$ cat src/rtl/step_burst_gen.sv
module step_burst_gen #(
  parameter int AXES = 5,
  parameter int PW   = 16,
  parameter int CW   = 16,
  parameter int DW   = 16,
  localparam int AW  = $clog2(2*AXES+1)
) (
  input  logic            clk,
  input  logic            rst_n,
  input  logic            en,
  input  logic            wr_en,
  input  logic [AW-1:0]   wr_addr,
  input  logic [DW-1:0]   wr_data,
  input  logic [AW-1:0]   rd_addr,
  output logic [DW-1:0]   rd_data,
  output logic [AXES-1:0] step,
  output logic [AXES-1:0] done,
  output logic            irq
);
  localparam int STAT = 2*AXES;

  logic [AXES-1:0] fin, go;
  logic [AXES-1:0] done_nx;
  logic            ack;

  assign ack = wr_en && (wr_addr == AW'(STAT));

  for (genvar g = 0; g < AXES; g++) begin : g_axis
    logic [PW-1:0] per_q, half_q, tmr;
    logic [CW-1:0] tgt, cnt;
    logic          dn, lvl, zero, wrap, sel_p, sel_c;
    logic [PW-1:0] eff;

    assign sel_p = wr_en && (wr_addr == AW'(2*g));
    assign sel_c = wr_en && (wr_addr == AW'(2*g+1));
    assign go[g] = sel_c && dn;
    assign eff   = (per_q == '0) ? PW'(1) : per_q;
    assign wrap  = (tmr == half_q - PW'(1));
    assign fin[g] = !dn && en && wrap && (zero || (lvl && cnt == tgt));

    always_ff @(posedge clk) begin
      if (!rst_n) begin
        per_q  <= '0;
        half_q <= PW'(1);
        tmr    <= '0;
        tgt    <= '0;
        cnt    <= '0;
        lvl    <= 1'b0;
        zero   <= 1'b0;
        dn     <= 1'b1;
      end else begin
        if (sel_p && dn) per_q <= wr_data[PW-1:0];
        if (go[g]) begin
          tgt    <= wr_data[CW-1:0];
          cnt    <= '0;
          tmr    <= '0;
          lvl    <= 1'b0;
          half_q <= eff;
          zero   <= (wr_data[CW-1:0] == '0);
          dn     <= 1'b0;
        end else if (!dn && en) begin
          if (wrap) begin
            tmr <= '0;
            if (zero) begin
              dn <= 1'b1;
            end else if (!lvl) begin
              lvl <= 1'b1;
              cnt <= cnt + CW'(1);
            end else begin
              lvl <= 1'b0;
              if (cnt == tgt) dn <= 1'b1;
            end
          end else begin
            tmr <= tmr + PW'(1);
          end
        end
      end
    end

    assign done[g] = dn;
    assign step[g] = lvl & en;
  end

  assign done_nx = (done | fin) & ~go;

  always_ff @(posedge clk) begin
    if (!rst_n)                    irq <= 1'b0;
    else if ((|fin) && (&done_nx)) irq <= 1'b1;
    else if (ack || (|go))         irq <= 1'b0;
  end

  assign rd_data = (rd_addr == AW'(STAT)) ? DW'(done) : '0;
endmodule

$ cat config.mk
export PLATFORM = sky130hd
export DESIGN_NAME = step_burst_gen
export DESIGN_NICKNAME = d
export VERILOG_FILES = /design/src/rtl/step_burst_gen.sv
export SDC_FILE = /design/constraint.sdc
export NUM_CORES = 1
export LEC_CHECK = 0
export BUFFER_PORTS_ARGS = -buffer_cell sky130_fd_sc_hd__buf_4
export CAP_MARGIN = 20
export CORE_MARGIN = 3
export CORE_UTILIZATION = 49
export CTS_BUF_LIST = sky130_fd_sc_hd__clkbuf_8
export CTS_CLUSTER_DIAMETER = 120
export DETAILED_ROUTE_END_ITERATION = 6
export HOLD_SLACK_MARGIN = 0.03
export PLACE_DENSITY = 0.69
export SLEW_MARGIN = 20
export SYNTH_ARGS = -nofsm -noshare
export SYNTH_HDL_FRONTEND = slang
export SYNTH_SLANG_ARGS = --single-unit
$ cat constraint.sdc
create_clock -name clk -period 8.5 [get_ports clk]
set_input_delay 0.85 -clock clk [delete_from_list [all_inputs] [get_ports clk]]
set_output_delay 0.85 -clock clk [all_outputs]
set_load 0.05 [all_outputs]
==> results_dict.tcl <==
set metrics [dict create \
    post-dp-hpwl_um 36190 \
    finalCritPeriodShare 0.4904 \
    placementRows 74 \
    critPathSlowestCell "nor4b_1" \
    holdPathStages 2 \
    grt_pass1_vias 16510 \
    post-cts-setup-buffers 0 \
    ys_ff_latch 416 \
    cts_resized 0 \
    areaGrowthSynthToFinish_pct 9.557 \
    drt_iter0_markers 1381 \
    worst_slew_margin_rel 0.3101 \
    fmax_ghz 0.2399 \
    cpMostUsedCell "nor4_1" \
    required_ns 9.03 \
    clk_latency_ns 0.63 \
    root_buffer "clkbuf_8" \
    rsz0062_at_grt "no" \
    finalPower_w 0.004074 \
    finalSetupViolations 0 \
    cap_violations 0 \
    gp_congestion 0.8907 \
    reg2reg_depth 11 \
    r2r_start "g_axis[4].half_q[0]$_SDFFE_PN1P_" \
    hold_end "g_axis[3].per_q[0]$_SDFFE_PN0P_" \
    vias 17267 \
    peakVddDrop_mv 0.1373 \
    grt-ovfl-total 0 \
    antenna_found_initial 2 \
    n_antenna_cell 0 \
    synth_commonest_cells "nand2_1, dfxtp_1, nor2_1" \
    ctsHtreeMaxLevel 3 \
    core_area_um2 41480 \
    synth_most_common_cell "nand2_1" \
    fp.dieArea_um2 45070 \
    critical_path_class "reg -> reg" \
    period_needed_ns 4.168 \
    fin_ws_ns 4.332 \
    ys_warn_count 0 \
    clockBufferDepth 3 \
    grt_max_degree 168 \
    multi_input_area_um2 11780 \
    worst_slew_pin_slew_ns 1.028 \
    path_cells "inv_1, ha_1, nor4b_1, nor4bb_1, xnor2_1, nand4b_1, nor4_1, or3b_1, or3_1, nor4_1, mux2i_1" \
    via_per_inst 5.606 \
    yosysTopAreaCellShare 0.3993 \
    timing.rr.end "g_axis[4].cnt[15]$_SDFFE_PP0P_" \
    fillers 3759 \
    yosysTopAreaCell "dfxtp_1" \
    synthArstFlopShare 0 \
    drive_gt1_frac 0.07849 \
    hold_viol 0 \
    cts_tree "built" \
    powerDensity_nw_per_um2 178.3 \
    cts_buffers 74 \
    synth_area_leaders "dfxtp_1, nand2_1, xnor2_1" \
    first_pass_iters 5 \
    synth_edf_count 0 \
    syn_area_um2 20860 \
    outcome "complete, no violations" \
    skew_ns 0.02619 \
    place_ws_ns 4.453 \
    start_kind "flip-flop" \
    worstPathMaxFanout 8 \
    power.leakage_nw 8.407 \
    seq_area_um2 8328 \
    initial_utilization 0.5028 \
    final_antenna_net_count 0 \
    groute.usage.overall 0.2355 \
    fp.dieH_um 212.3 \
    clk_pin_slew_ns 0.06 \
    synth.avg_cell_area_um2 8.282 \
    fin_tns_setup_ns 0 \
    max_stage_delay_ns 0.71 \
    grt_pass1_wl_um 86770 \
    synthCells 2518 \
    fin_nets 2541 \
    drc_errors 0 \
    hp-class "reg -> reg" \
    ys_seq_area_frac 0.3993 \
    min_from "g_axis[3].per_q[0]$_SDFFE_PN0P_" \
    arrival_ns 4.70 \
    regToRegSetupSlack_ns 4.33 \
    cts_hold_buf 0 \
    drv_slew 0 \
    ys.flop_type "dfxtp_1" \
    cts_num_sinks 416 \
    port_buffers 43 \
    fp.dieW_um 212.3 \
    wl_um 52950 \
    worst_setup_path_end_kind "flip-flop" \
    num_io_pins 55 \
    yosys.cell_types.count 84 \
    wl_per_cell_um 17.19 \
]
-- cell families after synthesis --
family | synth area share
XOR/XNOR | 0.1205
AND/OR/NAND/NOR | 0.2726
multiplexers | 0.02898
buffers and inverters | 0.03888
other | 0.0001798
adder cells (fa/ha/maj) | 0.008999
AO/OA/AOI/OAI | 0.1305
flip-flops | 0.3993
-- routing by layer --
metal / vias up / GRT usage / share of wire / wire (um)
met1: 8172 / 0.3265 / 0.47 / 25070
met4: 2 / 0.06928 / 0.024 / 1276
met3: 88 / 0.04309 / 0.050 / 2635
met5: - / 0 / 0.00013 / 7
met2: 416 / 0.3765 / 0.45 / 23960
li1: 8589 / - / - / -
-- worst max path at each step --
| stage | start | endpoint | slack (ns) | cells after the start |
|---|---|---|---|---|
| 5_1_grt | g_axis[4].half_q[0]$_SDFFE_PN1P_ | g_axis[4].cnt[15]$_SDFFE_PP0P_ | 4.11 | 11 |
| 3_5_place_dp | g_axis[4].half_q[0]$_SDFFE_PN1P_ | g_axis[4].cnt[15]$_SDFFE_PP0P_ | 4.45 | 11 |
| 3_3_place_gp | g_axis[4].half_q[0]$_SDFFE_PN1P_ | g_axis[4].cnt[9]$_SDFFE_PP0P_ | 4.58 | 11 |
| 4_1_cts | g_axis[4].half_q[0]$_SDFFE_PN1P_ | g_axis[4].cnt[15]$_SDFFE_PP0P_ | 4.39 | 11 |
| 2_1_floorplan | g_axis[4].half_q[0]$_SDFFE_PN1P_ | g_axis[4].cnt[9]$_SDFFE_PP0P_ | 5.03 | 13 |
| 6_report | g_axis[4].half_q[0]$_SDFFE_PN1P_ | g_axis[4].cnt[15]$_SDFFE_PP0P_ | 4.33 | 11 |
-- power by group --
part           switching, W  leakage (nW)  internal, W
Sequential        0.0000119          3.35      0.00196
Clock              0.000829         0.849      0.00109
Combinational      0.000124          4.21    0.0000569
Total              0.000966          8.41      0.00311
-- area by class of cell --
cell class	instances	area share
Multi-Input combinational cell	1918	0.5155
Sequential cell	416	0.3645
Clock buffer	95	0.05723
Tap cell	532	0.02913
Timing Repair Buffer	56	0.01895
Clock inverter	31	0.009474
Inverter	32	0.005257
-- critical path, delay by kind of cell, from the launching register on --
family	cells	cell delay, ns
simple gates	7	2.99
flops	1	0.35
fa+ha+maj	1	0.25
mux	1	0.22
xor+xnor	1	0.18
buf+inv	1	0.11
-- metrics by stage --
step / area, um2 / hold slack [ns] / utilization / std cells
6_report: 22850 / 0.4700 / 0.5508 / 3080
3_5_place_dp: 21300 / 0.4608 / 0.5136 / 2953
2_1_floorplan: 20890 / 0.4428 / - / 2528
4_1_cts: 22830 / 0.4691 / 0.5503 / 3079
3_3_place_gp: 21300 / 0.4577 / 0.5136 / 2953
5_1_grt: 22850 / 0.4942 / 0.5508 / 3080
-- flip-flops by register name, indices dropped and copies added (netlist names) --
signal         cells
g_axis.half_q     80
irq                1
g_axis.tmr        80
g_axis.dn          5
g_axis.lvl         5
g_axis.per_q      80
g_axis.cnt        80
g_axis.tgt        80
g_axis.zero        5
-- placed cells by master, fill, tap and decap left out, types with 5 or more instances in the layout --
cell type	count
nor3_1	49
nand4b_1	8
a31oi_1	10
nand3_1	73
clkinv_2	11
dfxtp_1	416
a41o_1	5
ha_1	15
or3_1	26
inv_1	47
nor2b_1	54
a21boi_0	172
nand2_1	478
and2_1	20
a21oi_1	40
and3_1	30
xnor2_1	182
o31ai_1	6
nand4_1	67
or4_1	23
or2_2	7
o211ai_1	13
conb_1	11
nand2b_1	31
o21a_1	5
nor4b_1	6
o21ai_0	39
a22oi_1	6
a22o_1	30
nor4_1	54
a211o_1	5
mux2i_1	57
buf_4	55
clkbuf_8	95
nor3b_1	9
xor2_1	105
nor2_1	199
Power figures use the tool's default switching activity.
